===== src/rtl/jtag_mem_pkg.sv =====
package jtag_mem_pkg;

    localparam int IR_W   = 5;
    localparam int PAGE_W = 2;

    typedef enum logic [3:0] {
        ST_RESET, ST_IDLE,
        ST_SEL_DR, ST_CAP_DR, ST_SH_DR, ST_EX1_DR, ST_PA_DR, ST_EX2_DR, ST_UPD_DR,
        ST_SEL_IR, ST_CAP_IR, ST_SH_IR, ST_EX1_IR, ST_PA_IR, ST_EX2_IR, ST_UPD_IR
    } tap_state_t;

    typedef enum logic [2:0] {
        DR_BYP, DR_UC, DR_ADR, DR_RD, DR_WR
    } dr_sel_t;

    localparam logic [IR_W-1:0] OP_USERCODE = 5'b00010;
    localparam logic [IR_W-1:0] OP_LDADR    = 5'b01000;
    localparam logic [IR_W-1:0] OP_READ     = 5'b01001;
    localparam logic [IR_W-1:0] OP_WRITE    = 5'b01010;
    localparam logic [IR_W-1:0] OP_REBOOT   = 5'b01011;
    localparam logic [IR_W-1:0] OP_FLON     = 5'b01100;
    localparam logic [IR_W-1:0] OP_FLOFF    = 5'b01101;
    localparam logic [IR_W-1:0] OP_USRON    = 5'b01110;
    localparam logic [IR_W-1:0] OP_USROFF   = 5'b01111;
    localparam logic [IR_W-1:0] OP_BYPASS   = 5'b11111;
    localparam logic [IR_W-1:0] IR_CAPTURE  = 5'b00001;

    localparam logic [PAGE_W-1:0] PG_DEFAULT = 2'b00;
    localparam logic [PAGE_W-1:0] PG_FLASH   = 2'b10;
    localparam logic [PAGE_W-1:0] PG_USER    = 2'b11;

endpackage


===== src/rtl/jtag_tap_fsm.sv =====
module jtag_tap_fsm
    import jtag_mem_pkg::*;
(
    input  logic       tck,
    input  logic       trst_n,
    input  logic       tms,
    output tap_state_t state
);

    tap_state_t nxt;

    always_comb begin
        nxt = state;
        unique case (state)
            ST_RESET:  nxt = tms ? ST_RESET  : ST_IDLE;
            ST_IDLE:   nxt = tms ? ST_SEL_DR : ST_IDLE;
            ST_SEL_DR: nxt = tms ? ST_SEL_IR : ST_CAP_DR;
            ST_CAP_DR: nxt = tms ? ST_EX1_DR : ST_SH_DR;
            ST_SH_DR:  nxt = tms ? ST_EX1_DR : ST_SH_DR;
            ST_EX1_DR: nxt = tms ? ST_UPD_DR : ST_PA_DR;
            ST_PA_DR:  nxt = tms ? ST_EX2_DR : ST_PA_DR;
            ST_EX2_DR: nxt = tms ? ST_UPD_DR : ST_SH_DR;
            ST_UPD_DR: nxt = tms ? ST_SEL_DR : ST_IDLE;
            ST_SEL_IR: nxt = tms ? ST_RESET  : ST_CAP_IR;
            ST_CAP_IR: nxt = tms ? ST_EX1_IR : ST_SH_IR;
            ST_SH_IR:  nxt = tms ? ST_EX1_IR : ST_SH_IR;
            ST_EX1_IR: nxt = tms ? ST_UPD_IR : ST_PA_IR;
            ST_PA_IR:  nxt = tms ? ST_EX2_IR : ST_PA_IR;
            ST_EX2_IR: nxt = tms ? ST_UPD_IR : ST_SH_IR;
            ST_UPD_IR: nxt = tms ? ST_SEL_DR : ST_IDLE;
            default:   nxt = ST_RESET;
        endcase
    end

    always_ff @(posedge tck or negedge trst_n) begin
        if (!trst_n) state <= ST_RESET;
        else         state <= nxt;
    end

    // five TMS-high edges always end in Test-Logic-Reset
    a_r1_five_tms_reset: assert property (@(posedge tck) disable iff (!trst_n)
        ($past(tms, 1) && $past(tms, 2) && $past(tms, 3) && $past(tms, 4) && $past(tms, 5))
        |-> (state == ST_RESET));

    // TMS high holds the reset state
    a_r1_reset_holds: assert property (@(posedge tck) disable iff (!trst_n)
        (state == ST_RESET && tms) |=> (state == ST_RESET));

endmodule


===== src/rtl/flash_burst_gather.sv =====
module flash_burst_gather #(
    parameter int ADDR_W = 10,
    parameter int DATA_W = 8,
    parameter int BEATS  = 8
) (
    input  logic                     tck,
    input  logic                     rst_n,
    input  logic                     clr,
    input  logic                     beat,
    input  logic                     abort,
    input  logic [ADDR_W-1:0]        addr,
    input  logic [DATA_W-1:0]        data,
    output logic                     commit,
    output logic [ADDR_W-1:0]        base,
    output logic [BEATS*DATA_W-1:0]  line,
    output logic                     err
);

    localparam int CNT_W = $clog2(BEATS);

    logic             active;
    logic [CNT_W-1:0] cnt;

    always_ff @(posedge tck or negedge rst_n) begin
        if (!rst_n) begin
            active <= 1'b0;
            cnt    <= '0;
            err    <= 1'b0;
            commit <= 1'b0;
            base   <= '0;
            line   <= '0;
        end else begin
            commit <= 1'b0;
            if (clr) begin
                active <= 1'b0;
                cnt    <= '0;
                err    <= 1'b0;
            end else if (abort && active) begin
                active <= 1'b0;
                cnt    <= '0;
                err    <= 1'b1;
            end else if (beat) begin
                if (!active) begin
                    if (addr[CNT_W-1:0] != '0) begin
                        err <= 1'b1;
                    end else begin
                        active            <= 1'b1;
                        cnt               <= CNT_W'(1);
                        base              <= addr;
                        line[DATA_W-1:0]  <= data;
                    end
                end else begin
                    line[int'(cnt)*DATA_W +: DATA_W] <= data;
                    if (cnt == CNT_W'(BEATS-1)) begin
                        commit <= 1'b1;
                        active <= 1'b0;
                        cnt    <= '0;
                    end else begin
                        cnt <= cnt + 1'b1;
                    end
                end
            end
        end
    end

    // a committed line always starts on a burst boundary
    a_r9_commit_aligned: assert property (@(posedge tck) disable iff (!rst_n)
        commit |-> (base[CNT_W-1:0] == '0));

    // an interrupted burst raises the error and never commits
    a_r9_abort_no_commit: assert property (@(posedge tck) disable iff (!rst_n)
        (abort && active && !clr) |=> (err && !commit));

    // the error flag is sticky until reset state
    a_r11_err_sticky: assert property (@(posedge tck) disable iff (!rst_n)
        (err && !clr) |=> err);

endmodule


===== src/rtl/jtag_mem_tap.sv =====
module jtag_mem_tap
    import jtag_mem_pkg::*;
#(
    parameter int ADDR_W = 8,
    parameter int DATA_W = 8,
    parameter int SID_W  = 7,
    parameter int UC_W   = 32,
    parameter int BEATS  = 8
) (
    input  logic                        tck,
    input  logic                        trst_n,
    input  logic                        tms,
    input  logic                        tdi,
    input  logic [DATA_W-1:0]           user_id,
    input  logic [SID_W-1:0]            slave_id,
    input  logic [DATA_W-1:0]           mem_rdata,
    output logic                        tdo,
    output logic [PAGE_W+ADDR_W-1:0]    mem_addr,
    output logic [DATA_W-1:0]           mem_wdata,
    output logic                        mem_rd,
    output logic                        mem_wr,
    output logic                        flash_commit,
    output logic [PAGE_W+ADDR_W-1:0]    flash_base,
    output logic [BEATS*DATA_W-1:0]     flash_line,
    output logic                        burst_err,
    output logic                        reboot_req
);

    localparam int MADDR_W = PAGE_W + ADDR_W;
    localparam int UC_PAD  = UC_W - DATA_W - SID_W;

    tap_state_t            state;
    dr_sel_t               sel;
    logic [IR_W-1:0]       ir_sr, ir_q;
    logic [PAGE_W-1:0]     page_q;
    logic [ADDR_W-1:0]     addr_q, sr_adr;
    logic [DATA_W-1:0]     sr_rd, sr_wr;
    logic [UC_W-1:0]       sr_uc;
    logic                  sr_byp;
    logic                  dr_bit;
    logic                  wr_beat, fl_beat;
    logic [UC_W-1:0]       usercode;

    jtag_tap_fsm u_fsm (
        .tck    (tck),
        .trst_n (trst_n),
        .tms    (tms),
        .state  (state)
    );

    assign usercode = {{UC_PAD{1'b0}}, slave_id, user_id};

    always_comb begin
        unique case (ir_q)
            OP_USERCODE: sel = DR_UC;
            OP_LDADR:    sel = DR_ADR;
            OP_READ:     sel = DR_RD;
            OP_WRITE:    sel = DR_WR;
            default:     sel = DR_BYP;
        endcase
    end

    // register process: instruction, page, address and scan chains
    always_ff @(posedge tck or negedge trst_n) begin
        if (!trst_n) begin
            ir_sr  <= IR_CAPTURE;
            ir_q   <= OP_BYPASS;
            page_q <= PG_DEFAULT;
            addr_q <= '0;
            sr_adr <= '0;
            sr_rd  <= '0;
            sr_wr  <= '0;
            sr_uc  <= '0;
            sr_byp <= 1'b0;
        end else if (state == ST_RESET) begin
            ir_q   <= OP_BYPASS;
            page_q <= PG_DEFAULT;
        end else begin
            unique case (state)
                ST_CAP_IR: ir_sr <= IR_CAPTURE;
                ST_SH_IR:  ir_sr <= {tdi, ir_sr[IR_W-1:1]};
                ST_UPD_IR: begin
                    ir_q <= ir_sr;
                    unique case (ir_sr)
                        OP_FLON:   page_q <= PG_FLASH;
                        OP_FLOFF:  page_q <= PG_DEFAULT;
                        OP_USRON:  if (page_q == PG_FLASH) page_q <= PG_USER;
                        OP_USROFF: if (page_q == PG_USER)  page_q <= PG_FLASH;
                        default: ;
                    endcase
                end
                ST_CAP_DR: begin
                    unique case (sel)
                        DR_UC:  sr_uc  <= usercode;
                        DR_ADR: sr_adr <= addr_q;
                        DR_RD: begin
                            sr_rd  <= mem_rdata;
                            addr_q <= addr_q + 1'b1;
                        end
                        DR_WR:  sr_wr  <= '0;
                        default: sr_byp <= 1'b0;
                    endcase
                end
                ST_SH_DR: begin
                    unique case (sel)
                        DR_UC:  sr_uc  <= {tdi, sr_uc[UC_W-1:1]};
                        DR_ADR: sr_adr <= {tdi, sr_adr[ADDR_W-1:1]};
                        DR_RD:  sr_rd  <= {tdi, sr_rd[DATA_W-1:1]};
                        DR_WR:  sr_wr  <= {tdi, sr_wr[DATA_W-1:1]};
                        default: sr_byp <= tdi;
                    endcase
                end
                ST_UPD_DR: begin
                    if (sel == DR_ADR) addr_q <= sr_adr;
                    else if (sel == DR_WR) addr_q <= addr_q + 1'b1;
                end
                default: ;
            endcase
        end
    end

    // output process: strobes, address and serial output
    always_comb begin
        unique case (sel)
            DR_UC:   dr_bit = sr_uc[0];
            DR_ADR:  dr_bit = sr_adr[0];
            DR_RD:   dr_bit = sr_rd[0];
            DR_WR:   dr_bit = sr_wr[0];
            default: dr_bit = sr_byp;
        endcase
    end

    assign mem_addr   = {page_q, addr_q};
    assign mem_wdata  = sr_wr;
    assign mem_rd     = (state == ST_CAP_DR) && (sel == DR_RD);
    assign wr_beat    = (state == ST_UPD_DR) && (sel == DR_WR);
    assign mem_wr     = wr_beat && (page_q == PG_DEFAULT);
    assign fl_beat    = wr_beat && (page_q != PG_DEFAULT);
    assign reboot_req = (ir_q == OP_REBOOT);

    always_ff @(negedge tck or negedge trst_n) begin
        if (!trst_n)                tdo <= 1'b0;
        else if (state == ST_SH_IR) tdo <= ir_sr[0];
        else if (state == ST_SH_DR) tdo <= dr_bit;
        else                        tdo <= 1'b0;
    end

    flash_burst_gather #(
        .ADDR_W (MADDR_W),
        .DATA_W (DATA_W),
        .BEATS  (BEATS)
    ) u_gather (
        .tck    (tck),
        .rst_n  (trst_n),
        .clr    (state == ST_RESET),
        .beat   (fl_beat),
        .abort  (state == ST_UPD_IR),
        .addr   (mem_addr),
        .data   (sr_wr),
        .commit (flash_commit),
        .base   (flash_base),
        .line   (flash_line),
        .err    (burst_err)
    );

    // the byte address advances after every write update
    a_r4_write_advances: assert property (@(posedge tck) disable iff (!trst_n)
        wr_beat |=> (mem_addr[ADDR_W-1:0] == ADDR_W'($past(mem_addr[ADDR_W-1:0]) + 1'b1)));

    // the byte address advances after every read capture
    a_r5_read_advances: assert property (@(posedge tck) disable iff (!trst_n)
        mem_rd |=> (mem_addr[ADDR_W-1:0] == ADDR_W'($past(mem_addr[ADDR_W-1:0]) + 1'b1)));

    // read, write and commit strobes never overlap
    a_r7_strobes_exclusive: assert property (@(posedge tck) disable iff (!trst_n)
        $onehot0({mem_rd, mem_wr, flash_commit}));

    // latching the reboot opcode raises the request on the next cycle
    a_r10_reboot_latched: assert property (@(posedge tck) disable iff (!trst_n)
        (state == ST_UPD_IR && ir_sr == OP_REBOOT) |=> reboot_req);

endmodule


===== config.mk =====
export PLATFORM = sky130hd
export DESIGN_NAME = jtag_mem_tap
export DESIGN_NICKNAME = d
export VERILOG_FILES = /design/src/rtl/jtag_mem_pkg.sv /design/src/rtl/jtag_tap_fsm.sv /design/src/rtl/flash_burst_gather.sv /design/src/rtl/jtag_mem_tap.sv
export SDC_FILE = /design/constraint.sdc
export NUM_CORES = 1
export LEC_CHECK = 0
export ABC_AREA = 1
export BUFFER_PORTS_ARGS = -buffer_cell sky130_fd_sc_hd__buf_2
export CAP_MARGIN = 20
export CORE_MARGIN = 2
export CORE_UTILIZATION = 41
export CTS_CLUSTER_DIAMETER = 50
export CTS_CLUSTER_SIZE = 25
export DETAILED_ROUTE_END_ITERATION = 8
export GPL_ROUTABILITY_DRIVEN = 1
export PLACE_DENSITY = 0.73
export SYNTH_ARGS = -nofsm -noshare
export SYNTH_HDL_FRONTEND = slang
export SYNTH_SLANG_ARGS = --single-unit
export TNS_END_PERCENT = 20

===== constraint.sdc =====
create_clock -name tck -period 3.1 [get_ports tck]
set_input_delay 0.62 -clock tck [delete_from_list [all_inputs] [get_ports tck]]
set_output_delay 0.62 -clock tck [all_outputs]
set_load 0.02 [all_outputs]

Word-level counts from Yosys, hierarchy flattened
Index checks and enable logic that the tools add are counted.

Add/subtract/negate cells: 3. Multiply operators: 0. Divide/modulo/power cells: 0. Magnitude comparators: 0. Equal/unequal tests: 47. Shift operators: 2. Mux-type cells: 69. Bitwise gates (word level): 4. Reductions and logical operators: 33.

Operators with widths (number): $mux W8 (11); $bwmux W64 (1); $mux W32 (2); $pmux W32 S2 (1); $pmux W8 S2 (4); $shift A8 B33 Y64 const A (1); $shiftx A8 B33 Y64 (1); $pmux W4 S12 (1); $eq A5 B4 Y1 const B (8); $reduce_and A4 Y1 (9); $neg A6 Y33 (1); $eq A4 B4 Y1 const B (8); $mux W3 (8); $mux W1 (23); $eq A4 B3 Y1 const B (4); $mux W4 (4); $mux W2 (7); $ne A2 B2 Y1 const B (7); $pmux W3 S4 (1); $mux W5 (2); $pmux W5 S2 (1); $reduce_bool A2 Y1 (5); $ne A3 B2 Y1 const B (3); $reduce_bool A3 Y1 (3); other kinds (26) (42).

Bits in registers: 162. Latch bits: 0. Bits in writable memories: 0. ROM bits: 0. Output and inout port bits: 98. Logic and storage cells: 176. Memories kept: 0.

Longest topological paths before layout
Gate-level depths: netlist (run 1).

Depth after elaboration: 8. Gate-level depth with buffers: 11.

Hierarchy
From an unflattened synthesis (run 1), not the netlist that was laid out.

Cells, all modules: 999. Area total of the unflattened synthesis: 8152.8 µm².

By module, submodules not included: jtag_mem_tap (times used 1, cells each 516, area an instance 4075.2 µm²); flash_burst_gather (times used 1, cells each 422, area an instance 3717.3 µm²); jtag_tap_fsm (times used 1, cells each 61, area an instance 360.3 µm²).

==> results of run 1 <==
## where the power goes
group	internal, W	switching [W]
logic	0.000495	0.00128
clock network	0.00138	0.000889
registers	0.00243	0.000215
total	0.00430	0.00239
## area by class of cell
cell class / instances / share of cell area, %
Multi-Input combinational cell: 733 / 35.2
Clock buffer: 18 / 4.64
Clock inverter: 14 / 2.11
Inverter: 88 / 3.49
Timing Repair Buffer: 142 / 8.25
Tap cell: 260 / 3.44
Sequential cell: 162 / 42.9
## synth_stat cells (2+ instances only)
cell type                  count
sky130_fd_sc_hd__a21oi_1       6
sky130_fd_sc_hd__a31oi_1       2
sky130_fd_sc_hd__buf_1         4
sky130_fd_sc_hd__buf_2        12
sky130_fd_sc_hd__buf_4         5
sky130_fd_sc_hd__buf_6         2
sky130_fd_sc_hd__clkbuf_1     15
sky130_fd_sc_hd__dfrtp_1     155
sky130_fd_sc_hd__dfstp_2       6
sky130_fd_sc_hd__ha_1          9
sky130_fd_sc_hd__inv_1        85
sky130_fd_sc_hd__inv_2         2
sky130_fd_sc_hd__nand2_1     334
sky130_fd_sc_hd__nand3_1     115
sky130_fd_sc_hd__nand4_1      28
sky130_fd_sc_hd__nor2_1       98
sky130_fd_sc_hd__nor2_2        7
sky130_fd_sc_hd__nor2_4        2
sky130_fd_sc_hd__nor3_1       10
sky130_fd_sc_hd__o21ai_0      98
sky130_fd_sc_hd__o22ai_1       4
sky130_fd_sc_hd__o31ai_1       8
sky130_fd_sc_hd__xor2_1        3
## worst paths after layout
check / depth (start not counted) / endpoint / start / slack (ns)
max in group asynchronous: 1 / tdo / trst_n / 1.55
max reg2reg: 9 / tdo / ir_q[1] / 0.12
min: 2 / sr_uc[10] / trst_n / 0.24
max: 1 / tdo / tdo / 0.003
min reg2reg: 2 / u_gather.line[39] / u_gather.line[39] / 0.47
min in group tck: 2 / u_gather.line[39] / u_gather.line[39] / 0.47
## timing repair
action | in CTS | in global routing
pin swaps | 0 | 0
endpoints found under the setup margin | 1 | 2
resized for setup | 2 | 1
hold buffers | 0 | 0
## logic make-up (layout without fill, tap and decap cells)
family	count (synthesis)	after routing	synth area share [%]
AOI/OAI and AO/OA	123	123	8.30
buffers and inverters	127	262	6.77
adders and majority gates	9	9	1.42
DFF	162	162	51.2
and+or+nand+nor	598	598	31.9
xor gates and xnor gates	3	3	0.331
## registers in the layout, indices dropped and copies added, names as in the netlist, 2 cells and up
name           count
sr_rd              8
ir_q               5
sr_adr             8
u_gather.cnt       3
ir_sr              5
u_fsm.state        4
addr_q             8
u_gather.base     10
sr_uc             32
u_gather.line     64
mem_wdata          8
page_q             2
## per-stage QoR
stage | utilization (%) | setup TNS [ns] | worst slack [ns] | cell area (sq um)
after detailed placement | 46.8 | 0 | 0.137 | 8820
after global placement | 46.8 | 0 | 0.190 | 8820
after CTS | 50.3 | -0.0107 | -0.0107 | 9470
final | 50.3 | 0 | 0.00314 | 9470
after global routing | 50.3 | -0.0366 | -0.0366 | 9470
after floorplan | - | 0 | 0.213 | 7930
## routing by layer
layer | track usage [%] | share of wire, %
met5 | 0 | 0.067
met4 | 5.63 | 1.4
met3 | 4.23 | 6.1
met2 | 30.5 | 46
met1 | 27.2 | 46
==> results, run 1 <==
- The flow ran to the end, and the final reports show no timing, DRC or antenna violations.
- The launching element type of the critical path is a flop.
- The total congestion overflow is 0.
- The mapped netlist covers 7930 sq um.
- On the worst path, the slowest cell contributes a delay of 0.41 ns.
- The worst endpoint data arrival time is 2.48 ns.
- The number of endpoints with negative hold slack in the final report was 0.
- The clock-pin slew on the worst setup and hold paths is 0.06 ns.
- The storage element area is 4060 sq um.
- The wire length of the first global-routing pass is 31,600 um.
- The clock latency reported for the late side of the worst-skew pair is 0.43 ns.
- The number of global-route vias before repair was 6,418.
- The most used flip-flop cell after synthesis is sky130_fd_sc_hd__dfrtp_1.
- Leaving out fill and tap cells, the most frequent cell in the layout is sky130_fd_sc_hd__nand2_1.
- The all-layer global routing usage is 19.5%.
- The initial antenna violation count came to 1.
- By area the synthesized netlist is led by sky130_fd_sc_hd__dfrtp_1, sky130_fd_sc_hd__nand2_1, sky130_fd_sc_hd__nand3_1, sky130_fd_sc_hd__o21ai_0, sky130_fd_sc_hd__nor2_1.
- The largest fanout on the critical path is 1.
- For this block, the via count after detailed routing is 7,088.
- The initial DRC count is 570.
- The multi-input logic area is 3330 sq um.
- Clock tree synthesis selected as its root buffer the cell sky130_fd_sc_hd__clkbuf_16.
- For this design, the sink count on the clock tree is 162.
- The die outline area is 20,500 sq um.
- In the final layout, the share of cells above drive strength 1 is 17.0%.
- The total nets after synthesis is 1,058.
- The leakage power summed over all cells is 5.07 nW.
- The kind of end point of the critical path is an output port.
- The number of setup buffers added after CTS is 0.
- The post-detailed-placement half-perimeter wirelength is 13,300 um.
- sky130_fd_sc_hd__dfrtp_1 takes more of the synthesized area than any other cell.
- The critical path's slowest cell is sky130_fd_sc_hd__dfrtn_1.
- Synthesis inferred 162 register bits.
- The power per cell area is 706 nW/um^2.
- The count of flip-flops with a built-in enable after synthesis is 0.
- The signal on the critical path passes through buf_6.
- Summed over all layers, the routed wires come to 19,400 um.
- The largest vdd supply drop is 0.522 mV.
- From bottom edge to top edge, the die measures 143 um.
- Of the post-synthesis cell area, the dominant cell type holds 48.9%.
- Counting the buffers created by CTS gives 17.
- The area overhead of the layout relative to synthesis is 19.4%.
- The number of port buffers is 124.
- The sequential element share of the synthesized area is 51.2%.
- Setup violations remaining at the end of the flow were counted as 0.
- Grouping stages by cell kind, the critical path spends the most delay in flip-flops.
- Of all flip-flops after synthesis, the portion carrying an async set or reset was 100%.
- The net count reported at finish is 1,180.
- The per-cell via count in the routed design is 5.00.
- Measured against its own limit, the worst slew margin works out to 35.2%.
- The post-synthesis cell type count is 35.
- For this run, design rule violations remaining after detail routing come to 0.
- The buffers plus inverters on the worst setup path is 1.
- The post-layout total power is 0.00669 W.
- The first TritonRoute pass finished after 5 iterations.
- The clock passes through at most 2 buffers.
- The initial core utilization is 42.1%.
- The post-route antenna net violation count is 0.
- The Yosys step of the flow raised 0 warnings.
- Fill cells in the final layout number 1,790.
- The diode insertion count for antenna repair is 0.
- The average cell area after synthesis is 7.76 sq um.
- TritonCTS built the clock tree.
- Entering global routing, the biggest net connects 162 pins.
- The cell count after synthesis came out at 1,022.
- The transition time at the pin with the least slew margin is 0.973 ns.
- The count of non-filler cells in the finished layout is 1,417.
- On the final layout, the worst clock skew is 0.0242 ns.
- The max-slew violation count came to 0.
- The tool flagged a number of max-cap violations equal to 0.
- CTS built an H-tree with a depth of 4.
- Setup repair after global routing could not meet its margin everywhere.
- The top-level I/O count is 125.
- The data required time of the worst path is 2.48 ns.
- The final-layout worst hold slack is 0.244 ns.
- The floorplan step set the die width to 143 um.
- The floorplan has 50 rows.
- The total core area is 18,800 sq um.
- The library cells used most frequently in the layout, excluding fill and tap cells, are sky130_fd_sc_hd__nand2_1, sky130_fd_sc_hd__dfrtp_1, sky130_fd_sc_hd__buf_2.
- After detailed placement, the design holds a cell count of 1,385.
- Dividing the detail-routed wire length by the instance count gives 13.7 um.
- The category of the most critical setup path is flop to output port.
- The type of the most critical hold path is primary input to asynchronous set/reset pin.
- Routability-driven placement finished with a final weighted congestion of 0.877.
(Power assumes the default switching activity.)
==> run 2: changes to the inputs <==
RECOVER_POWER = 100   (was unset)
==> results, run 2 (synthesized netlist as in run 1, its figures left out) <==
- The total congestion overflow came to 0 (unchanged).
- The via count of the routed design is 7,151 (was 7,088).
- The most flop-heavy register is u_gather.line (unchanged).
- The post-layout utilization of the core came to 49.3% (was 50.3%).
- The initial DRC count was 596 (was 570).
- The root buffer cell is sky130_fd_sc_hd__clkbuf_16 (unchanged).
- The checks that failed: capacitance limit, slew limit.
- The floorplan die height is 143 um (unchanged).
- Cells along the critical path: buf_6 (unchanged).
- The all-layer global routing usage came to 19.5% (unchanged).
- The clock-pin slew on the worst setup and hold paths came to 0.06 ns (about the same).
- The commonest non-fill, non-tap cell in the layout is sky130_fd_sc_hd__nand2_1 (unchanged).
- The headroom to the max-slew limit is -46.8% (was 35.2%).
- The register-to-register path setup slack is 0.11 ns (was 0.12 ns).
- Commonest non-fill, non-tap cells in the layout: sky130_fd_sc_hd__nand2_1, sky130_fd_sc_hd__dfrtp_1, sky130_fd_sc_hd__nand3_1 (was sky130_fd_sc_hd__nand2_1, sky130_fd_sc_hd__dfrtp_1, sky130_fd_sc_hd__buf_2).
- The cell area reported after detailed placement is 8820 sq um (unchanged).
- The worst setup path startpoint is tdo (unchanged).
- The H-tree level count is 4 (unchanged).
- The final-layout worst hold slack is 0.469 ns (was 0.244 ns).
- The stage delay of the slowest cell on the critical path is 0.41 ns (about the same).
- The first-pass iteration count of the detailed router came to 5 (unchanged).
- The average wire length per cell after detail routing is 13.7 um (about the same).
- The post-cts gate resize count is 2 (unchanged).
- The path length in cells of the critical path was 1 (unchanged).
- The clock buffer count from CTS was 17 (unchanged).
- The pin count of the biggest net entering global routing is 162 (unchanged).
- The buffers plus inverters on the worst setup path is 1 (unchanged).
- The critical path's slowest cell is sky130_fd_sc_hd__dfrtn_1 (unchanged).
- The diode insertion count for antenna repair was 0 (unchanged).
- The launching element type of the critical path is a flop (unchanged).
- The post-detailed-placement half-perimeter wirelength is 13,300 um (unchanged).
- The final weighted congestion of routability-driven global placement is 0.877 (unchanged).
- The clock latency reported for the late side of the worst-skew pair was 0.43 ns (about the same).
- The clock tree from TritonCTS is yes (unchanged).
- The final total negative setup slack is 0 ns (unchanged).
- The number of setup buffers added after CTS came to 0 (unchanged).
- The filler cell count in the final layout is 1,857 (was 1,790).
- The type of the most critical hold path is flop to flop (was primary input to asynchronous set/reset pin).
- The kind of end point of the critical path is an output port (unchanged).
- The worst clock skew on the final layout is 0.0275 ns (was 0.0242 ns).
- Largest registers: u_gather.line: 64 flops, sr_uc: 32 flops, u_gather.base: 10 flops (unchanged).
- Unrepaired setup endpoints after global routing: yes (unchanged).
- The quantity of hold-fixing buffers added after cts is 0 (unchanged).
- The worst endpoint data arrival time is 2.48 ns (about the same).
- The transition time at the pin with the least slew margin came to 2.20 ns (was 0.973 ns).
- The final wirelength is 19,400 um (about the same).
- The max-slew violation count is 162 (was 0).
- The reg-to-reg startpoint was ir_q[1] (unchanged).
- The horizontal die dimension came to 143 um (unchanged).
- The remaining routing DRC violations was 0 (unchanged).
- The leakage power summed over all cells is 4.62 nW (was 5.07 nW).
- The power per cell area is 715 nW/um^2 (was 706 nW/um^2).
- The number of endpoints with negative hold slack in the final report is 0 (unchanged).
- The post-layout total power was 0.00664 W (was 0.00669 W).
- The data required time of the worst path is 2.48 ns (about the same).
- The maximum buffer depth of the clock tree is 2 (unchanged).
- The worst flop-to-flop path endpoint is tdo (unchanged).
- The initial antenna violation count is 1 (unchanged).
- The post-route antenna net violation count was 0 (unchanged).
- The category of the most critical setup path is flop to output port (unchanged).
- The total core area is 18,800 sq um (unchanged).
- The share of final-layout standard cells stronger than drive strength 1 is 8.12% (was 17.0%).
- The termination of the worst setup path was tdo (unchanged).
- The top-level I/O count is 125 (unchanged).
- The sink count of the clock tree came to 162 (unchanged).
- The area overhead of the layout relative to synthesis is 17.2% (was 19.4%).
- The largest vdd supply drop was 0.522 mV (about the same).
- The number of global-route vias before repair was 6,418 (unchanged).
- Status: finished, violations left (was complete, no violations).
- The number of cells on the worst reg-to-reg path is 9 (unchanged).
- The per-cell via count in the routed design is 5.05 (was 5.00).
- The category of cells accounting for the largest share of critical-path delay is flip-flops (unchanged).
- The initial core utilization is 42.1% (unchanged).
- The flip-flop count of the largest register after layout is 64 (unchanged).
- The area of all placed cells without fillers came to 9290 sq um (was 9470 sq um).
- The die outline area is 20,500 sq um (unchanged).
- The total of endpoints with negative setup slack in the final report is 0 (unchanged).
- The net count reported at finish is 1,180 (unchanged).
- The number of port buffers is 124 (unchanged).
- The largest fanout on the critical path is 1 (unchanged).
- The wire length of the first global-routing pass is 31,600 um (unchanged).
- The number of placement rows is 50 (unchanged).
- The number of maximum-capacitance violations is 1 (was 0).
==> run 2: cell count changes in the layout (fill, tap and decap cells not counted), moves of 3 or more <==
cell / delta
sky130_fd_sc_hd__clkbuf_2: +3
sky130_fd_sc_hd__nor2_2: -3
sky130_fd_sc_hd__buf_4: -4
sky130_fd_sc_hd__clkbuf_1: +98
sky130_fd_sc_hd__nor2_1: +4
sky130_fd_sc_hd__buf_2: -96
==> run 2: how the worst min path moves through the flow <==
stage | from | to | slack, ns | depth (start not counted)
after floorplan | trst_n | addr_q[0] | 0.32 | 0
after global placement | u_gather.base[2] | u_gather.base[2] | 0.45 | 2
after detailed placement | u_gather.line[39] | u_gather.line[39] | 0.46 | 2
after CTS | trst_n | sr_uc[11] | 0.40 | 2
after global routing | tdi | ir_sr[4] | 0.48 | 3
final | u_gather.base[2] | u_gather.base[2] | 0.47 | 2
==> run 2: area by class of cell <==
type / count / area (sq um) / share of cell area [%]
Clock inverter: 14 / 200 / 2.16
Sequential cell: 162 / 4060 / 43.7
Inverter: 88 / 330 / 3.56
Tap cell: 260 / 325 / 3.50
Clock buffer: 18 / 439 / 4.73
Timing Repair Buffer: 142 / 629 / 6.78
Multi-Input combinational cell: 733 / 3300 / 35.6
==> run 2: routing by layer <==
layer,wire length [um],up-vias,GRT usage [%],part of all wire (%)
met5,13,-,0,0.067
met4,278,2,5.63,1.4
met3,1210,27,4.23,6.2
met2,8950,226,30.5,46
met1,8950,3344,27.2,46
li1,-,3552,-,-
==> run 2: report_power, final <==
part	internal, W	switching, W
Sequential	0.00243	0.000212
Combinational	0.000474	0.00126
Clock	0.00138	0.000892
==> run 2: worst register-to-register path: stages (launching register included) <==
cell and delay (ns):
sky130_fd_sc_hd__dfstp_2 0.56, sky130_fd_sc_hd__inv_2 0.07, sky130_fd_sc_hd__nor2_2 0.10, sky130_fd_sc_hd__nand2_1 0.09, sky130_fd_sc_hd__nand2_1 0.11, sky130_fd_sc_hd__nand2_1 0.05
sky130_fd_sc_hd__nor2_1 0.08, sky130_fd_sc_hd__nand2_1 0.05, sky130_fd_sc_hd__nand2_1 0.05, sky130_fd_sc_hd__nand2_1 0.08
==> run 2: through the flow <==
step,cells,setup slack (ns)
6_report,1417,0.00468
5_1_grt,1417,-0.0366
4_1_cts,1417,-0.0107
3_5_place_dp,1385,0.137
3_3_place_gp,1385,0.190
2_1_floorplan,1022,0.213
